[config.mk]
export PLATFORM = sky130hd
export DESIGN_NAME = multi_fn_decoder
export DESIGN_NICKNAME = d
export VERILOG_FILES = /design/src/rtl/mfd_pkg.sv /design/src/rtl/mfd_space_class.sv /design/src/rtl/mfd_func.sv /design/src/rtl/mfd_prio.sv /design/src/rtl/multi_fn_decoder.sv
export SDC_FILE = /design/constraint.sdc
export NUM_CORES = 1
export LEC_CHECK = 0
export BUFFER_PORTS_ARGS = -buffer_cell sky130_fd_sc_hd__buf_2
export CORE_AREA = 10 10 418 420
export DETAILED_ROUTE_END_ITERATION = 6
export DIE_AREA = 0 0 428 430
export GPL_TIMING_DRIVEN = 0
export SLEW_MARGIN = 20
export SYNTH_ARGS = -nofsm -noshare
export SYNTH_HDL_FRONTEND = slang
export SYNTH_SLANG_ARGS = --single-unit
[constraint.sdc]
create_clock -name clk_i -period 1.1 [get_ports clk_i]
set_input_delay 0.055 -clock clk_i [delete_from_list [all_inputs] [get_ports clk_i]]
set_output_delay 0.055 -clock clk_i [all_outputs]
set_load 0.005 [all_outputs]
[src/rtl/mfd_pkg.sv]
package mfd_pkg;
  localparam int unsigned AM_W    = 6;
  localparam int unsigned AMF_LSB = 2;

  typedef enum logic [1:0] {
    SPACE_NONE,
    SPACE_A16,
    SPACE_A24,
    SPACE_A32
  } space_e;

  localparam logic [AM_W-1:0] AM_A16_USR = 6'h29;
  localparam logic [AM_W-1:0] AM_A16_SUP = 6'h2D;
  localparam logic [AM_W-1:0] AM_CFG     = 6'h2F;
endpackage

[src/rtl/mfd_space_class.sv]
module mfd_space_class
  import mfd_pkg::*;
#(
  parameter int unsigned ADDR_W = 32
) (
  input  logic [AM_W-1:0]   am_i,
  output space_e            space_o,
  output logic [ADDR_W-1:0] width_mask_o
);
  localparam logic [ADDR_W-1:0] M16 = {{(ADDR_W-16){1'b0}}, {16{1'b1}}};
  localparam logic [ADDR_W-1:0] M24 = {{(ADDR_W-24){1'b0}}, {24{1'b1}}};
  localparam logic [ADDR_W-1:0] M32 = {{(ADDR_W-32){1'b0}}, {32{1'b1}}};

  always_comb begin
    if (am_i == AM_A16_USR || am_i == AM_A16_SUP)
      space_o = SPACE_A16;
    else if (am_i[5:3] == 3'b111 || am_i == AM_CFG)
      space_o = SPACE_A24;
    else if (am_i[5:3] == 3'b001)
      space_o = SPACE_A32;
    else
      space_o = SPACE_NONE;
  end

  always_comb begin
    unique case (space_o)
      SPACE_A16: width_mask_o = M16;
      SPACE_A24: width_mask_o = M24;
      SPACE_A32: width_mask_o = M32;
      default:   width_mask_o = '0;
    endcase
  end
endmodule

[src/rtl/mfd_func.sv]
module mfd_func
  import mfd_pkg::*;
#(
  parameter int unsigned ADDR_W    = 32,
  parameter int unsigned MASK_LSB  = 8,
  parameter bit          DECODE_AM = 1'b1,
  localparam int unsigned CAP_W    = 1 << AM_W
) (
  input  logic [ADDR_W-1:0] addr_t_i,
  input  logic [ADDR_W-1:0] width_mask_i,
  input  logic              space_ok_i,
  input  logic [AM_W-1:0]   am_i,
  input  logic [ADDR_W-1:0] ader_i,
  input  logic [ADDR_W-1:0] adem_i,
  input  logic [CAP_W-1:0]  amcap_i,
  output logic              match_o,
  output logic [ADDR_W-1:0] offset_o
);
  localparam logic [ADDR_W-1:0] HI_MASK = {{(ADDR_W-MASK_LSB){1'b1}}, {MASK_LSB{1'b0}}};

  logic [ADDR_W-1:0] eff_mask;
  logic              cmp_ok, cap_ok, am_ok, mask_ok;

  assign eff_mask = adem_i & HI_MASK & width_mask_i;
  assign mask_ok  = |eff_mask;
  assign cmp_ok   = ((addr_t_i ^ ader_i) & eff_mask) == '0;
  assign cap_ok   = amcap_i[am_i];

  generate
    if (DECODE_AM) begin : g_am_field
      assign am_ok = (ader_i[AMF_LSB +: AM_W] == am_i);
    end else begin : g_am_free
      assign am_ok = 1'b1;
    end
  endgenerate

  assign match_o  = space_ok_i & mask_ok & cap_ok & am_ok & cmp_ok;
  assign offset_o = addr_t_i & ~eff_mask;
endmodule

[src/rtl/mfd_prio.sv]
module mfd_prio #(
  parameter int unsigned N_FUNC = 8,
  localparam int unsigned FN_W  = (N_FUNC > 1) ? $clog2(N_FUNC) : 1
) (
  input  logic [N_FUNC-1:0] match_i,
  output logic              any_o,
  output logic [FN_W-1:0]   idx_o
);
  // lowest index wins: scan downward so the last write is the smallest
  always_comb begin
    any_o = |match_i;
    idx_o = '0;
    for (int i = N_FUNC - 1; i >= 0; i--) begin
      if (match_i[i]) idx_o = FN_W'(i);
    end
  end
endmodule

[src/rtl/multi_fn_decoder.sv]
module multi_fn_decoder
  import mfd_pkg::*;
#(
  parameter int unsigned N_FUNC    = 8,
  parameter int unsigned ADDR_W    = 32,
  parameter int unsigned MASK_LSB  = 8,
  parameter bit          DECODE_AM = 1'b1,
  localparam int unsigned FN_W     = (N_FUNC > 1) ? $clog2(N_FUNC) : 1,
  localparam int unsigned CAP_W    = 1 << AM_W
) (
  input  logic                           clk_i,
  input  logic                           rst_ni,
  input  logic                           req_i,
  input  logic [ADDR_W-1:0]              addr_i,
  input  logic [AM_W-1:0]                am_i,
  input  logic [N_FUNC-1:0][ADDR_W-1:0]  ader_i,
  input  logic [N_FUNC-1:0][ADDR_W-1:0]  adem_i,
  input  logic [N_FUNC-1:0][CAP_W-1:0]   amcap_i,
  output logic                           hit_o,
  output logic [FN_W-1:0]                fn_o,
  output logic [ADDR_W-1:0]              addr_o
);
  space_e                          space;
  logic [ADDR_W-1:0]               wmask, addr_t, sel_off;
  logic                            space_ok, any_hit;
  logic [N_FUNC-1:0]               match;
  logic [N_FUNC-1:0][ADDR_W-1:0]   offs;
  logic [FN_W-1:0]                 sel;

  mfd_space_class #(.ADDR_W(ADDR_W)) u_space (
    .am_i        (am_i),
    .space_o     (space),
    .width_mask_o(wmask)
  );

  assign space_ok = (space != SPACE_NONE);
  assign addr_t   = addr_i & wmask;

  generate
    for (genvar g = 0; g < N_FUNC; g++) begin : g_fn
      mfd_func #(
        .ADDR_W   (ADDR_W),
        .MASK_LSB (MASK_LSB),
        .DECODE_AM(DECODE_AM)
      ) u_fn (
        .addr_t_i    (addr_t),
        .width_mask_i(wmask),
        .space_ok_i  (space_ok),
        .am_i        (am_i),
        .ader_i      (ader_i[g]),
        .adem_i      (adem_i[g]),
        .amcap_i     (amcap_i[g]),
        .match_o     (match[g]),
        .offset_o    (offs[g])
      );
    end
  endgenerate

  mfd_prio #(.N_FUNC(N_FUNC)) u_prio (
    .match_i(match),
    .any_o  (any_hit),
    .idx_o  (sel)
  );

  assign sel_off = offs[sel];

  always_ff @(posedge clk_i or negedge rst_ni) begin
    if (!rst_ni) begin
      hit_o  <= 1'b0;
      fn_o   <= '0;
      addr_o <= '0;
    end else begin
      hit_o <= req_i & any_hit;
      if (req_i && any_hit) begin
        fn_o   <= sel;
        addr_o <= sel_off;
      end
    end
  end
endmodule

==> key figures, run 1 <==
Timing
  • Post-layout min period: 3.84 ns
  • Final worst slack: -2.74 ns
  • Final hold vios: 0
  • Final count of pins violating max slew: 0
  • Total negative setup slack: -91.13 ns
  • Max frequency: 0.260 GHz
  • Setup violators final: 36
  • Slew margin rel.: 23.5%
  • Clock skew: 0 ns
  • Worst-Margin Slew: 1.13 ns
  • RSZ-0062 raised after global routing: yes
  • Final period util: 349%

CTS
  • # clock sinks: 36
  • CTS tree: done
  • Max H-tree Level: 2
  • CTS buffer count: 5
  • Reg clk slew, reported paths: 0.07 ns
  • Clock latency on the worst-skew pair: 0.32 ns
  • Clock tree buffer depth: 2
  • Root buffer cell: clkbuf_16

Placement
  • I/O Buffers: 921
  • DP Area: 19100 um2
  • RePlAce Congestion: 0.951
  • Placement Setup Slack: -5.87 ns
  • Dpl hpwl: 138000 um

Detailed routing
  • Routed via count: 17800
  • WL final: 160000 um
  • WL per Instance: 34.8 um
  • # DRC: 0
  • First-pass iteration count of the detailed router: 6
  • ANT nets after route: 0
  • Mean number of vias per cell: 3.88
  • First-iteration detailed-routing DRC count: 1437

Status
  • Failing checks: setup timing
  • Status: finished, violations left

Power and ir drop
  • Power Dens Cells: 488 nW/um2
  • LEAKAGE: 10.0 nW
  • Max VDD drop: 492 uV

Yosys
  • Post-synth EDFFs: 0
  • Ys flop type: dfrtp_1
  • Syn Inst Count: 1246
  • Syn Nets: 2311
  • Yosys warns: 0
  • Asr flop ratio synth: 100%
  • Count leader, synth: xor2_1
  • Post-Syn Area per Cell: 9.15 um2
  • Post-synthesis cell area: 11400 um2
  • Top-area cell type share of the netlist area: 17.5%
  • Area leader, netlist: xor2_1
  • Synth area leaders: xor2_1, mux4_2, mux2i_1, dfrtp_1, a22oi_1
  • Post-synth top cells: xor2_1, mux2i_1, a22oi_1, nand2_1, mux4_2
  • Seq cells post-synth: 36
  • Seq/Total Area, Yosys: 7.90%
  • Post-synthesis cell type count: 84

Final layout
  • Design area: 23300 um2
  • Fill cells: 19100
  • Share of cells above drive strength 1: 65.0%
  • Layout area overhead: 104%
  • Final #Nets: 3400
  • Core Util, Final: 14.0%

Worst setup path
  • Crit Path Class: in2reg
  • Element type at the critical path start: input port
  • Worst path slowest cell: a41oi_1
  • CP cell instances: buf_8 -> buf_12 -> buf_6 -> and3_1 -> o211ai_4 -> buf_4 -> a41oi_1 -> nor3_1 -> nand4b_1 -> nand2b_1 -> o211ai_1 -> a31oi_1 -> buf_6 -> buf_4 -> buf_12 -> mux2i_4 -> nor2_1 -> o31a_1 -> a21oi_1
  • CP Data Arrival Time: 4.08 ns
  • CP required: 1.34 ns
  • Register-to-register setup slack: 0.10 ns
  • Largest stage delay on the critical path: 0.84 ns
  • Worst Setup End Kind: flop
  • Worst-path maximum fanout: 10

Flow run
  • Max cap viols: 0

Die
  • Core ar.: 166000 um2
  • Die W: 428 um
  • Die H: 430 um
  • # IOs: 1101
  • Row cnt: 150
  • Starting Density: 6.85%
  • Die area: 184000 um2

GRT
  • Initial antenna violation count: 100
  • Grt total ovfl: 0
  • All-Layer GR Usage: 16.1%
  • Largest net degree at the start of global routing: 37
  • Number of global-route vias before repair: 18600
  • First-pass GRT wire length: 197000 um

Min path
  • Min-delay worst type: in2reg
[cells by family after synthesis]
| group | after synthesis | synth area share (%) |
|---|---|---|
| compound gates | 299 | 20.0 |
| xor+xnor | 240 | 18.4 |
| buf+inv | 101 | 5.72 |
| flops | 36 | 7.90 |
| mux | 231 | 31.9 |
| simple gates | 339 | 16.0 |
[sequential cells by signal (all words and copies together) (netlist names)]
signal / flops
fn_o: 3
hit_o: 1
addr_o: 32
[cell usage in the layout (no fill, tap or decap), types with 43 or more instances in the layout]
cell type / Yosys / final
a22oi_1: 94 / 91
buf_4: 11 / 104
mux4_2: 84 / 88
diode_2: 0 / 52
nor4_1: 65 / 52
mux2i_1: 98 / 52
buf_2: 15 / 923
buf_12: 1 / 43
xor2_1: 228 / 226
nand2_1: 94 / 85
[routing by layer]
metal	global-route usage, %	routed length [um]	vias to the layer above
met1	16.5	54500	8851
met3	3.09	10200	337
met4	10.6	11900	28
li1	-	-	7277
met2	29.8	82800	1328
met5	0	172	-
[critical path: cells and delay by family]
family | cells | cell delay, ns
AOI/OAI and AO/OA | 6 | 1.72
buffers and inverters | 7 | 1.13
muxes | 1 | 0.35
and+or+nand+nor | 5 | 0.76
[path summary, 6_finish.rpt]
path                               to  startpoint  cells after the start
max                        addr_o[15]     am_i[1]                     19
min                             hit_o       req_i                      3
max reg2reg                addr_o[10]  addr_o[10]                      4
min reg2reg                 addr_o[8]   addr_o[8]                      1
max in group asynchronous   addr_o[7]      rst_ni                      2
min in group asynchronous  addr_o[17]      rst_ni                      2
[per-stage QoR]
stage                     total power, W  std cells  hold slack (ns)
after detailed placement         0.00851       4375            0.294
after CTS                         0.0111       4505          -0.0211
after floorplan                  0.00424       1246           -0.241
after global placement           0.00840       4371            0.289
final                             0.0114       4592            0.143
after global routing              0.0118       4580            0.149
[area by class of cell]
cell class	instances	area (um2)	area share, %
Sequential cell	36	901	3.87
Inverter	5	28.8	0.124
Clock inverter	1	8.76	0.0376
Tap cell	2204	2760	11.8
Antenna cell	52	130	0.559
Buffer	95	1330	5.70
Timing Repair Buffer	1083	6390	27.4
Clock buffer	7	133	0.570
Multi-Input combinational cell	1109	11600	49.9
[where the power goes]
group | internal (W) | switching (W) | total (W)
logic | 0.00367 | 0.00468 | 0.00835
registers | 0.00136 | 0.0000201 | 0.00138
clock network | 0.000854 | 0.000782 | 0.00164
total | 0.00588 | 0.00548 | 0.0114
[what timing repair did]
item / in CTS / in global routing
hold buffers: 8 / 1
cloned: 4 / 3
gates resized for setup: 358 / 147
pin swaps: 53 / 58
hold endpoints to repair: 22 / 36
endpoints found under the setup margin: 36 / 36
setup buffers: 112 / 32
Note: power is estimated with default switching activity, not from simulation.
==> run 2: changes to the inputs <==
==> constraint.sdc (replaced) <==
create_clock -name clk_i -period 1.1 [get_ports clk_i]
set_input_delay 0.165 -clock clk_i [delete_from_list [all_inputs] [get_ports clk_i]]
set_output_delay 0.165 -clock clk_i [all_outputs]
set_load 0.005 [all_outputs]
==> key figures, run 2 (same netlist as run 1, synthesis figures left out) <==
Status
  • Status: finished, violations left
  • Failing checks: setup timing

Final layout
  • Layout area overhead: 104%
  • Most frequent cells in the layout: buf_2, xor2_1, buf_4
  • Biggest regs: addr_o: 32 flops, fn_o: 3 flops, hit_o: 1 flops
  • Final #Nets: 3397 (-0.088%)
  • Area of the multi-input gates: 11600 um2 (-0.28%)
  • Share of cells above drive strength 1: 65.4% (+0.38 points)
  • Max reg flops: 32 (unchanged)
  • Commonest non-fill, non-tap cell in the layout: buf_2
  • Fill cells: 19100 (-0.16%)
  • Top reg by flops: addr_o
  • Sequential Area: 901 um2 (unchanged)
  • Design area: 23200 um2 (-0.26%)

Timing
  • Setup violators final: 36 (unchanged)
  • Final hold vios: 0 (unchanged)
  • RSZ-0062 raised after global routing: yes
  • Clock skew: 0 ns (unchanged)
  • Final count of pins violating max slew: 0 (unchanged)
  • Max frequency: 0.253 GHz (-2.8%)
  • Final worst slack: -2.85 ns (-0.110 ns)
  • Slew margin rel.: 35.5% (+12 points)
  • Post-layout min period: 3.95 ns (+0.110 ns)
  • Worst-Margin Slew: 0.966 ns (-0.167 ns)
  • Final period util: 359% (+10 points)

Worst setup path
  • CP cell instances: buf_12 -> buf_16 -> buf_16 -> buf_16 -> buf_16 -> buf_16 -> xnor2_4 -> nand4_1 -> nor4_4 -> o311ai_4 -> nor2_2 -> o211ai_1 -> a31oi_1 -> buf_6 -> buf_16 -> mux2i_4 -> nor2_4 -> a2111oi_4 -> a21o_1
  • Largest stage delay on the critical path: 0.54 ns (-0.30 ns)
  • Element type at the critical path start: input port
  • Crit Path Class: in2reg
  • Worst path slowest cell: nor4_4
  • RR Endpoint: addr_o[10]
  • CP required: 1.34 ns (about the same)
  • Worst Setup End Kind: flop
  • CP Data Arrival Time: 4.19 ns (+0.11 ns)
  • Worst-path maximum fanout: 7 (-3)
  • CP delay by family, top: buffers and inverters
  • Worst R2R Path Depth: 4 (unchanged)
  • Worst r2r src: addr_o[10]
  • Register-to-register setup slack: 0.07 ns (-0.03 ns)
  • Most used cell along the critical path: buf_16
  • Worst path bufs/invs: 8 (+1)

Die
  • # IOs: 1101 (unchanged)
  • Die W: 428 um (unchanged)
  • Row cnt: 150 (unchanged)
  • Starting Density: 6.85% (unchanged)
  • Die H: 430 um (unchanged)
  • Die area: 184000 um2 (unchanged)
  • Core ar.: 166000 um2 (unchanged)

Detailed routing
  • Routed via count: 17700 (-0.62%)
  • First-pass iteration count of the detailed router: 5 (-1)
  • WL final: 159000 um (-0.13%)
  • # DRC: 0 (unchanged)
  • ANT nets after route: 0 (unchanged)
  • First-iteration detailed-routing DRC count: 1453 (+1.1%)
  • WL per Instance: 34.7 um (-0.19%)
  • Mean number of vias per cell: 3.85 (-0.68%)

Min path
  • Hold depth: 2 (-1)
  • Hold path startpoint: addr_i[3]
  • Min-delay worst type: in2reg
  • Hold endpoint: addr_o[3]

Power and ir drop
  • Max VDD drop: 489 uV (-0.57%)
  • LEAKAGE: 9.98 nW (-0.24%)
  • Power Dens Cells: 489 nW/um2 (+0.35%)
  • Tot Pwr: 0.0114 W (about the same)

CTS
  • Clock latency on the worst-skew pair: 0.32 ns (about the same)
  • CTS buffer count: 5 (unchanged)
  • Max H-tree Level: 2 (unchanged)
  • Reg clk slew, reported paths: 0.08 ns (about the same)
  • Root buffer cell: clkbuf_16
  • CTS tree: done
  • # clock sinks: 36 (unchanged)
  • Clock tree buffer depth: 2 (unchanged)

GRT
  • Number of global-route vias before repair: 18600 (-0.048%)
  • First-pass GRT wire length: 197000 um (-0.11%)
  • Initial antenna violation count: 104 (+4.0%)
  • Grt total ovfl: 0 (unchanged)
  • All-Layer GR Usage: 16.1% (about the same)
  • Largest net degree at the start of global routing: 37 (unchanged)

Flow run
  • Max cap viols: 0 (unchanged)

Placement
  • RePlAce Congestion: 0.951 (unchanged)
  • I/O Buffers: 921 (unchanged)
  • Dpl hpwl: 138000 um (unchanged)
  • Placement Setup Slack: -5.98 ns (-0.110 ns)
  • DP Area: 19100 um2 (unchanged)
## run 2: changes by cell type in the layout (fill, tap and decap cells not counted), moves of 3 or more
| cell | previous run | this run |
|---|---|---|
| buf_8 | 13 | 10 |
| buf_2 | 923 | 919 |
| dlygate4sd3_1 | 9 | 1 |
| diode_2 | 52 | 58 |
| clkbuf_4 | 5 | 8 |
| buf_6 | 25 | 34 |
## run 2: metal layers
metal | track usage (%) | routed length [um]
met1 | 16.5 | 54000
met3 | 3.20 | 10600
met2 | 29.9 | 82400
met5 | 0 | 208
met4 | 10.3 | 12200
## run 2: metrics by stage
step                      hold WS, ns  util, %  setup TNS [ns]  instances
after floorplan                -0.131        -          -79.98       1246
after global placement          0.399     11.4         -236.03       4371
after global routing           0.0798     13.9          -95.97       4574
after detailed placement        0.404     11.5         -193.88       4375
final                          0.0836     14.0          -93.63       4595
after CTS                      0.0731     13.3          -97.66       4498
## run 2: worst reg2reg max path: stages (launching register included)
cell and delay (ns):
dfrtp_1 0.38, nand2_1 0.11, o21ai_0 0.12, a31oi_1 0.19, o31ai_2 0.11
## run 2: timing repair
action	CTS	global route
hold buffers	0	1
endpoints found under the hold margin	0	36
buffers inserted	113	38
gates resized for setup	366	148
pin swaps	53	67
endpoints found under the setup margin	39	36
cloned	4	3
## run 2: how the worst max path moves through the flow
stage | startpoint | to | cells after the start
3_3_place_gp | am_i[2] | addr_o[15] | 16
5_1_grt | am_i[0] | addr_o[14] | 18
3_5_place_dp | am_i[3] | addr_o[8] | 15
2_1_floorplan | am_i[0] | addr_o[14] | 16
4_1_cts | am_i[1] | addr_o[14] | 19
6_report | am_i[0] | addr_o[8] | 19
## run 2: area by class of cell
type | instances | area share, %
multi-input combinational | 1109 | 49.9
timing repair buffer | 1082 | 27.4
tap | 2204 | 11.9
buffer | 93 | 5.61
sequential | 36 | 3.88
antenna | 58 | 0.625
clock buffer | 7 | 0.571
inverter | 5 | 0.124
clock inverter | 1 | 0.0377
## run 2: power breakdown
| part | leakage, nW | switching [W] | internal [W] |
|---|---|---|---|
| Combinational | 9.41 | 0.00468 | 0.00369 |
| Sequential | 0.502 | 0.0000221 | 0.00136 |
| Clock | 0.0685 | 0.000763 | 0.000853 |
| Total | 9.98 | 0.00546 | 0.00590 |
==> run 3: changes to the inputs <==
--- a/constraint.sdc
+++ b/constraint.sdc
@@ -3,2 +3,2 @@
 set_output_delay 0.165 -clock clk_i [all_outputs]
-set_load 0.005 [all_outputs]
+set_load 0.01 [all_outputs]
==> key figures, run 3 (same netlist as run 1, synthesis figures left out) <==
Timing
  • RSZ-0062 raised after global routing: yes
  • Clock skew: 0 ns (unchanged)
  • Slew margin rel.: 36.4% (+0.93 points)
  • Max frequency: 0.257 GHz (+1.5%)
  • Final count of pins violating max slew: 0 (unchanged)
  • Final worst slack: -2.79 ns (+0.0593 ns)
  • Final hold vios: 0 (unchanged)
  • Worst-Margin Slew: 0.952 ns (-0.0139 ns)
  • Hold slack: 0.0764 ns (-0.00718 ns)
  • Setup violators final: 36 (unchanged)
  • Post-layout min period: 3.89 ns (-0.0593 ns)
  • Final period util: 354% (-5.4 points)

GRT
  • First-pass GRT wire length: 194000 um (-1.5%)
  • All-Layer GR Usage: 15.9% (-0.24 points)
  • Largest net degree at the start of global routing: 37 (unchanged)
  • Number of global-route vias before repair: 18300 (-1.9%)
  • Met3 usage: 3.29% (+0.090 points)
  • Gr busiest metal: met2
  • Met1 global-route usage: 16.0% (-0.47 points)
  • Grt total ovfl: 0 (unchanged)
  • Initial antenna violation count: 94 (-9.6%)
  • GR Util met2: 29.6% (-0.25 points)

Die
  • # IOs: 1101 (unchanged)
  • Die W: 428 um (unchanged)
  • Core ar.: 166000 um2 (unchanged)
  • Row cnt: 150 (unchanged)
  • Die area: 184000 um2 (unchanged)
  • Die H: 430 um (unchanged)
  • Starting Density: 6.85% (unchanged)

CTS
  • Max H-tree Level: 2 (unchanged)
  • # clock sinks: 36 (unchanged)
  • Clock latency on the worst-skew pair: 0.32 ns (about the same)
  • Root buffer cell: clkbuf_16
  • Clock tree buffer depth: 2 (unchanged)
  • CTS buffer count: 5 (unchanged)
  • CTS tree: done
  • Reg clk slew, reported paths: 0.08 ns (about the same)

Final layout
  • Core Util, Final: 13.9% (-0.093 points)
  • Biggest regs: addr_o: 32 flops, fn_o: 3 flops, hit_o: 1 flops
  • Final #Nets: 3391 (-0.18%)
  • Commonest non-fill, non-tap cell in the layout: buf_2
  • Most frequent cells in the layout: buf_2, xor2_1, buf_4
  • Non-Filler Instances: 4577 (-0.39%)
  • Max reg flops: 32 (unchanged)
  • Share of cells above drive strength 1: 65.2% (-0.13 points)
  • Top reg by flops: addr_o
  • Layout area overhead: 102%

Power and ir drop
  • Max VDD drop: 459 uV (-6.2%)
  • Net Sw Power: 0.00543 W (-0.64%)
  • Sw frac: 46.7% (-1.4 points)
  • Clk pwr share: 17.2% (+3.0 points)
  • Internal: 0.00620 W (+5.0%)
  • Sequential Power Share: 11.8% (-0.3 points)
  • Power Dens Cells: 504 nW/um2 (+3.0%)
  • Logic gate share of total power: 71.0% (-2.7 points)
  • LEAKAGE: 9.97 nW (about the same)
  • Tot Pwr: 0.0116 W (+2.3%)

Detailed routing
  • WL final: 158000 um (-1.1%)
  • Routed via count: 17700 (+0.0056%)
  • ANT nets after route: 0 (unchanged)
  • First-pass iteration count of the detailed router: 6 (+1)
  • # DRC: 0 (unchanged)
  • Mean number of vias per cell: 3.87 (+0.40%)
  • First-iteration detailed-routing DRC count: 1594 (+9.7%)
  • WL per Instance: 34.4 um (-0.73%)

Flow run
  • Max cap viols: 0 (unchanged)

Placement
  • RePlAce Congestion: 0.927 (-2.5%)
  • Placement Setup Slack: -5.78 ns (+0.198 ns)
  • DP Cell Count: 4377 (+0.046%)
  • I/O Buffers: 921 (unchanged)
  • Dpl hpwl: 139000 um (+0.16%)

Worst setup path
  • Critical path depth: 18 (-1)
  • Worst path bufs/invs: 6 (-2)
  • CP delay by family, top: simple AND/OR/NAND/NOR gates
  • CP cell instances: buf_8 -> buf_12 -> buf_12 -> buf_16 -> buf_16 -> clkbuf_16 -> xor2_1 -> nor4b_1 -> nand4b_1 -> a2111oi_0 -> nand4_1 -> nand2_1 -> nor2_2 -> o21ai_1 -> nand2_4 -> o211ai_1 -> a211oi_2 -> a21o_1
  • CP Data Arrival Time: 4.10 ns (-0.09 ns)
  • Crit Path Class: in2reg
  • Worst Setup End Kind: flop
  • Worst-path maximum fanout: 10 (+3)
  • Largest stage delay on the critical path: 0.49 ns (-0.05 ns)
  • Register-to-register setup slack: 0.09 ns (+0.02 ns)
  • Worst R2R Path Depth: 4 (unchanged)
  • Element type at the critical path start: input port
  • CP required: 1.31 ns (-0.03 ns)
  • Worst path slowest cell: a2111oi_0

Status
  • Status: finished, violations left
  • Failing checks: setup timing

Min path
  • Hold depth: 2 (unchanged)
  • Min-delay worst type: in2reg
run 3: power by group through the flow:
stage          clock, W  sequential (W)  combinational (W)
6_report        0.00200         0.00138            0.00825
5_1_grt         0.00204         0.00138            0.00863
4_1_cts         0.00203         0.00138            0.00794
3_5_place_dp          0         0.00140            0.00712
3_3_place_gp          0         0.00140            0.00702
2_1_floorplan         0         0.00142            0.00283
run 3: final timing paths:
kind                       startpoint         end
max in group asynchronous      rst_ni  addr_o[30]
min reg2reg                 addr_o[8]   addr_o[8]
min in group asynchronous      rst_ni  addr_o[17]
min                         addr_i[6]   addr_o[6]
max reg2reg                addr_o[12]  addr_o[12]
max                           am_i[1]  addr_o[23]
run 3: cell type report:
cell class	instances	area (um2)
clock buffers	7	153
plain buffers	94	1330
clock inverters	1	30.0
well taps	2204	2760
multi-input cells	1109	11500
fillers	19100	143000
repair buffers	1075	6260
flip-flops and latches	36	901
inverters	5	28.8
diodes	46	115
run 3: repair_timing:
item                                   CTS  global route
pin swaps                               55            58
cloned                                   2             3
hold buffers                             0             1
buffers inserted                        91            51
gates resized for setup                336           153
endpoints found under the hold margin    0            36
setup endpoints to repair               38            36
run 3: per-stage QoR:
stage	setup TNS, ns	cell area, um2
after global routing	-97.20	23000
after floorplan	-79.98	11600
after CTS	-97.21	21700
final	-92.97	23100
after detailed placement	-189.05	19100
after global placement	-242.87	19000
run 3: worst register-to-register path: stages, from the launching register on:
cell and delay (ns):
dfrtp_1 0.39, nand2_2 0.09, and4_1 0.19, nand2_1 0.05
and3_1 0.17
run 3: per-layer routing:
metal  routed length (um)  part of all wire [%]
met1                52900                    34
met4                12300                   7.8
met5                  233                  0.15
met3                10600                   6.7
met2                81600                    52
